===== config.mk =====
export PLATFORM = sky130hd
export DESIGN_NAME = cluster_tlb
export DESIGN_NICKNAME = d
export VERILOG_FILES = /design/src/rtl/ctlb_pkg.sv /design/src/rtl/ctlb_store.sv /design/src/rtl/ctlb_ctrl.sv /design/src/rtl/cluster_tlb.sv
export SDC_FILE = /design/constraint.sdc
export NUM_CORES = 2
export LEC_CHECK = 0
export CAP_MARGIN = 20
export CORE_MARGIN = 5
export CORE_UTILIZATION = 46
export CTS_CLUSTER_SIZE = 12
export DETAILED_ROUTE_END_ITERATION = 8
export GPL_TIMING_DRIVEN = 0
export HOLD_SLACK_MARGIN = 0.03
export PLACE_DENSITY = 0.69
export SLEW_MARGIN = 20
export SYNTH_ARGS = -nofsm -noshare
export SYNTH_HDL_FRONTEND = slang
export SYNTH_SLANG_ARGS = --single-unit

===== constraint.sdc =====
create_clock -name clk -period 11 [get_ports clk]
set_input_delay 2.2 -clock clk [delete_from_list [all_inputs] [get_ports clk]]
set_output_delay 2.2 -clock clk [all_outputs]
set_load 0.01 [all_outputs]

===== src/rtl/ctlb_pkg.sv =====
package ctlb_pkg;
  // Strobes from the control to the entry store.
  typedef struct packed {
    logic wrEn;
    logic flushAll;
  } ctlbStrobe_t;
endpackage


===== src/rtl/ctlb_store.sv =====
module ctlb_store
  import ctlb_pkg::*;
#(
  parameter int NUM_ENTRIES = 16,
  parameter int VPN_W       = 36,
  parameter int PPN_W       = 28,
  parameter int CL_LOG2     = 3
) (
  input  logic                               clk,
  input  logic                               rstN,
  input  ctlbStrobe_t                        strobe,
  input  logic [$clog2(NUM_ENTRIES)-1:0]     wrIdx,
  input  logic [VPN_W-CL_LOG2-1:0]           fillBaseVpn,
  input  logic [PPN_W-CL_LOG2-1:0]           fillBasePpn,
  input  logic [(1<<CL_LOG2)-1:0]            fillSubValid,
  input  logic [(1<<CL_LOG2)*CL_LOG2-1:0]    fillSubPpn,
  input  logic [VPN_W-1:0]                   lookupVpn,
  output logic [NUM_ENTRIES-1:0]             entryValid,
  output logic [NUM_ENTRIES-1:0]             fillMatch,
  output logic                               hit,
  output logic [PPN_W-1:0]                   ppn
);
  localparam int SUBS = 1 << CL_LOG2;
  localparam int BV_W = VPN_W - CL_LOG2;
  localparam int BP_W = PPN_W - CL_LOG2;

  logic [NUM_ENTRIES-1:0] validQ;
  logic [BV_W-1:0]        baseVpnQ  [NUM_ENTRIES];
  logic [BP_W-1:0]        basePpnQ  [NUM_ENTRIES];
  logic [SUBS-1:0]        subValidQ [NUM_ENTRIES];
  logic [SUBS*CL_LOG2-1:0] subPpnQ  [NUM_ENTRIES];

  logic [NUM_ENTRIES-1:0] subHit;
  logic [PPN_W-1:0]       entryPpn [NUM_ENTRIES];
  logic [CL_LOG2-1:0]     offset;

  assign offset     = lookupVpn[CL_LOG2-1:0];
  assign entryValid = validQ;

  always_ff @(posedge clk) begin
    if (!rstN)                validQ         <= '0;
    else if (strobe.flushAll) validQ         <= '0;
    else if (strobe.wrEn)     validQ[wrIdx]  <= 1'b1;
  end

  always_ff @(posedge clk) begin
    if (strobe.wrEn && !strobe.flushAll) begin
      baseVpnQ[wrIdx]  <= fillBaseVpn;
      basePpnQ[wrIdx]  <= fillBasePpn;
      subValidQ[wrIdx] <= fillSubValid;
      subPpnQ[wrIdx]   <= fillSubPpn;
    end
  end

  for (genvar e = 0; e < NUM_ENTRIES; e++) begin : gEntry
    logic baseHit;
    assign baseHit      = validQ[e] && (baseVpnQ[e] == lookupVpn[VPN_W-1:CL_LOG2]);
    assign subHit[e]    = baseHit && subValidQ[e][offset];
    assign entryPpn[e]  = subHit[e] ? {basePpnQ[e], subPpnQ[e][offset*CL_LOG2 +: CL_LOG2]}
                                    : '0;
    assign fillMatch[e] = validQ[e] && (baseVpnQ[e] == fillBaseVpn);
  end

  always_comb begin
    ppn = '0;
    for (int e = 0; e < NUM_ENTRIES; e++) ppn = ppn | entryPpn[e];
    hit = |subHit;
  end

  // no two entries may claim the same page
  a_r1_single_hit: assert property (@(posedge clk) disable iff (!rstN)
    $onehot0(subHit));
  // a miss never leaks a stale translation
  a_r4_miss_zero: assert property (@(posedge clk) disable iff (!rstN)
    !hit |-> (ppn == '0));
  // flush empties the store on the next edge
  a_r9_flush_clears: assert property (@(posedge clk) disable iff (!rstN)
    strobe.flushAll |=> (validQ == '0) && !hit);
endmodule


===== src/rtl/ctlb_ctrl.sv =====
module ctlb_ctrl
  import ctlb_pkg::*;
#(
  parameter int NUM_ENTRIES = 16
) (
  input  logic                           clk,
  input  logic                           rstN,
  input  logic                           fillEn,
  input  logic                           flush,
  input  logic [NUM_ENTRIES-1:0]         entryValid,
  input  logic [NUM_ENTRIES-1:0]         fillMatch,
  output ctlbStrobe_t                    strobe,
  output logic [$clog2(NUM_ENTRIES)-1:0] wrIdx
);
  localparam int IDX_W = $clog2(NUM_ENTRIES);
  localparam logic [IDX_W-1:0] LAST = IDX_W'(NUM_ENTRIES - 1);

  logic [IDX_W-1:0] rrPtr, matchIdx, freeIdx;
  logic             anyMatch, anyFree, useRr;

  always_comb begin
    matchIdx = '0;
    freeIdx  = '0;
    for (int e = NUM_ENTRIES - 1; e >= 0; e--) begin
      if (fillMatch[e])   matchIdx = IDX_W'(e);
      if (!entryValid[e]) freeIdx  = IDX_W'(e);
    end
    anyMatch = |fillMatch;
    anyFree  = !(&entryValid);
    useRr    = !anyMatch && !anyFree;
    wrIdx    = anyMatch ? matchIdx : (anyFree ? freeIdx : rrPtr);
    strobe.flushAll = flush;
    strobe.wrEn     = fillEn && !flush;
  end

  always_ff @(posedge clk) begin
    if (!rstN || flush)             rrPtr <= '0;
    else if (strobe.wrEn && useRr)  rrPtr <= (rrPtr == LAST) ? '0 : rrPtr + 1'b1;
  end

  // an existing base is the target of its own refill
  a_r6_match_target: assert property (@(posedge clk) disable iff (!rstN)
    (fillEn && !flush && (|fillMatch)) |-> fillMatch[wrIdx]);
  // duplicates of one base never exist
  a_r6_no_duplicate: assert property (@(posedge clk) disable iff (!rstN)
    $onehot0(fillMatch));
  // a new base never displaces a live entry while space remains
  a_r7_free_target: assert property (@(posedge clk) disable iff (!rstN)
    (fillEn && !flush && !(|fillMatch) && !(&entryValid)) |-> !entryValid[wrIdx]);
  // the pointer holds still unless it chose the victim
  a_r8_ptr_hold: assert property (@(posedge clk) disable iff (!rstN)
    (!flush && !(fillEn && (&entryValid) && !(|fillMatch))) |=> $stable(rrPtr));
endmodule


===== src/rtl/cluster_tlb.sv =====
module cluster_tlb
  import ctlb_pkg::*;
#(
  parameter int NUM_ENTRIES = 16,
  parameter int VPN_W       = 36,
  parameter int PPN_W       = 28
) (
  input  logic               clk,
  input  logic               rstN,
  input  logic [VPN_W-1:0]   lookupVpn,
  output logic               hit,
  output logic [PPN_W-1:0]   ppn,
  input  logic               fillEn,
  input  logic [VPN_W-4:0]   fillBaseVpn,
  input  logic [PPN_W-4:0]   fillBasePpn,
  input  logic [7:0]         fillSubValid,
  input  logic [23:0]        fillSubPpn,
  input  logic               flush
);
  localparam int IDX_W = $clog2(NUM_ENTRIES);

  ctlbStrobe_t             strobe;
  logic [IDX_W-1:0]        wrIdx;
  logic [NUM_ENTRIES-1:0]  entryValid, fillMatch;

  ctlb_ctrl #(.NUM_ENTRIES(NUM_ENTRIES)) uCtrl (
    .clk(clk), .rstN(rstN), .fillEn(fillEn), .flush(flush),
    .entryValid(entryValid), .fillMatch(fillMatch),
    .strobe(strobe), .wrIdx(wrIdx)
  );

  ctlb_store #(.NUM_ENTRIES(NUM_ENTRIES), .VPN_W(VPN_W), .PPN_W(PPN_W), .CL_LOG2(3)) uStore (
    .clk(clk), .rstN(rstN), .strobe(strobe), .wrIdx(wrIdx),
    .fillBaseVpn(fillBaseVpn), .fillBasePpn(fillBasePpn),
    .fillSubValid(fillSubValid), .fillSubPpn(fillSubPpn),
    .lookupVpn(lookupVpn), .entryValid(entryValid), .fillMatch(fillMatch),
    .hit(hit), .ppn(ppn)
  );
endmodule


==> run metrics <==
Max VDD drop about 160 uV; Worst Slack Setup Final 0.00261 ns; Core Rows 138; power share of the clock group a little over 40%; post-CTS setup buffer count 0; I/O pin cnt roughly 160; crit end category output pin; CP Data Arrival Time approximately 8.8 ns; Post-synth EDFFs ~1.4k; CTS tree built; Synth top area share 66.4%; switching part of the total 23.8%; Worst-Skew Late Latency ~0.81 ns; synthesized flop and latch total approximately 1.5k; first-pass GRT wire length about 340000 um; crit path time final around 11 ns; dpl ws 0.277 ns; skew final 0.0501 ns; port bufs approximately 120; routed len/inst between 30 and 40 um; WS Path Type in2out; DR pass1 iterations 6; area of placed instances 71500 sq um; total grt overflow 0; initial antenna violation count 22; Comb power frac between 7 and 8%; GRT Total Usage between 30% and 40%; vias in the first global route ~42k; Final Setup Violations 0; largest family of logic cells by synthesized area XOR/XNOR gates; Layout Nets 4687; die height 386 um; synth top area cells edfxtp_1 (66%), xor2_1 (10%), xnor2_1 (3.6%); Syn. warnings 0; worst hold path class reg2reg; power per cell area between 150 and 200 nW/um^2; Power Internal between 9 and 10 mW; Final Cycle Share between 90% and 100%; P&R area growth vs syn 17.1%; Final Cell Area between 70000 and 80000 sq um; Initial Utilization 46.1%; main flop type after synthesis edfxtp_1; Synth Area in Compound Gates approximately 4.6%; RSZ-0062 raised after global routing false; post-CTS sizing 0; syn_area_per_cell between 15 and 20 sq um; Gate Count Post-Synth between 4k and 5k; Distinct cells, synth 77; remaining antenna violation count 0; DRC Markers 0; post-DP HPWL between 150000 and 200000 um; clk root buf clkbuf_16; largest net degree at the start of global routing 29; syn_nets ~4.2k; overall routed net length 251000 um; GP Congestion 0.992; drt via density 6.60; max_cap viols 0; xor and xnor area share after synthesis 13.9%; # fillers approximately 11k; via count 43.3k; Max Clk Rate 0.0909 GHz; Worst setup SP type primary input; Req. time, crit path ~9 ns; Reg power frac roughly half; Rel. slew slack approximately 14%; die outline area about 150000 sq um; status complete, no violations; leak pwr about 25 nW; CTS buffer count around 160; Clock Sinks 1460; Net Switching ~2.8 mW; slew at the pin closest to its max-slew limit approximately 1.3 ns; CP Max Fanout 10; final hold viol count 0; Post-Synth Adder-Cell Area 0.0192%; DR iter-0 viols roughly 7.1k; share of synthesized registers carrying an async set or reset 0%; CTS hold repair buffers 0; Worst-path clk slew 0.06 ns; core footprint 141000 sq um; mapped cell area ~65000 sq um; layout cells sized above 1 between 15 and 20%; mux cell area share after synthesis 4.66%; sequential fraction of the synthesis area about two thirds; # H-tree levels 4; CTS Buffer Depth 3; Post-Synth Simple-Gate Area under 10%; Final Slew Violations 0; R2R Setup Slk 5.41 ns; Die X 386 um; largest area contributor in the netlist edfxtp_1
==> cells by family after synthesis <==
logic type | after synthesis
muxes | 219
buffers and inverters | 253
and+or+nand+nor | 778
xor gates and xnor gates | 1033
AOI/OAI and AO/OA | 364
DFF | 1460
adders and majority gates | 1
==> synth_stat cells (all sizes together), types with 25 or more instances <==
master	n
nand4	178
nand3	73
mux2	141
clkbuf	83
xnor2	268
mux4	53
nor4	294
a22o	104
mux2i	25
edfxtp	1440
nand2	72
nand2b	36
a221oi	106
a22oi	46
buf	147
nor3	25
xor2	765
==> power groups by stage <==
| stage | Sequential, mW | Combinational [mW] | Clock, mW |
|---|---|---|---|
| CTS | 6.14 | 0.818 | 4.96 |
| floorplan | 6.26 | 0.367 | 0 |
| finish | 6.14 | 0.858 | 4.95 |
| detailed placement | 6.26 | 0.814 | 0 |
| global route | 6.14 | 0.854 | 5.20 |
| global placement | 6.27 | 0.777 | 0 |
==> sequential cells by signal, indices dropped and copies added (netlist names) <==
name               count
uStore.basePpnQ      400
uStore.entryValid     16
uStore.subValidQ     128
uCtrl.rrPtr            4
uStore.subPpnQ       384
uStore.baseVpnQ      528
==> final cells by class <==
class	instances	area (sq um)	share of cell area [%]
clock buffers	197	4060	5.32
well taps	1890	2360	3.10
repair buffers	291	3870	5.08
inverters	23	86.3	0.113
plain buffers	230	1430	1.87
diodes	14	35.0	0.0460
multi-input cells	2395	20100	26.4
clock inverters	54	592	0.777
flip-flops and latches	1460	43600	57.3
==> critical path: stages <==
cell and delay (ns):
clkbuf_1 0.87, buf_2 0.75, xor2_1 0.13, nor4_1 0.42
nand3_1 0.15, nor4_1 0.77, clkbuf_1 0.90, clkbuf_1 0.78
clkbuf_1 0.75, a221oi_1 0.20, nand4_1 0.25, clkdlybuf4s50_1 0.59
==> placed cells by master (no fill, tap or decap), types with 16 or more instances in the layout <==
master           Yosys  final
clkdlybuf4s50_1      0     89
clkbuf_1            83    117
nand2_1             72     72
clkbuf_16            0    155
nor4_1             284    278
buf_12               2     24
clkinv_1             0     26
dfxtp_1             20     20
o21a_1              16     16
inv_1               23     23
mux2i_1             25     25
nand3_1             71     71
a221oi_1           105    105
mux2_2             141    141
xnor2_1            268    268
edfxtp_1          1440   1440
buf_16               0     32
nor3_1              18     18
mux4_2              53     53
nand2b_1            36     36
buf_8                0     61
xor2_1             765    765
a22o_1             104    104
a21oi_1             22     22
buf_2               63    103
buf_6               54    101
nand4_1            178    178
a22oi_1             46     46
==> metal layers <==
metal	up-vias	share of wire (%)	track usage, %
li1	17000	-	-
met4	6	7.4	20.1
met1	21800	36	43.0
met3	837	13	9.21
met5	-	0.022	0
met2	3650	44	49.7
==> through the flow <==
stage               power [mW]  util (%)  hold WS, ns  setup TNS, ns  cells
floorplan                 6.63         -        0.468              0   4108
global placement          7.04      48.7        0.512       -5639.29   6120
detailed placement        7.07      50.7        0.538              0   6289
CTS                       11.9      54.0        0.552              0   6540
global route              12.2      54.0        0.583              0   6542
finish                    11.9      54.0        0.552              0   6554
==> final timing paths <==
kind	startpoint	to	depth (start not counted)
max	lookupVpn[14]	ppn[27]	12
max reg2reg	uStore.baseVpnQ[12][2]	uStore.subValidQ[9][5]	15
min	uCtrl.rrPtr[2]	uCtrl.rrPtr[2]	2
min reg2reg	uCtrl.rrPtr[2]	uCtrl.rrPtr[2]	2
(Power assumes the default switching activity.)
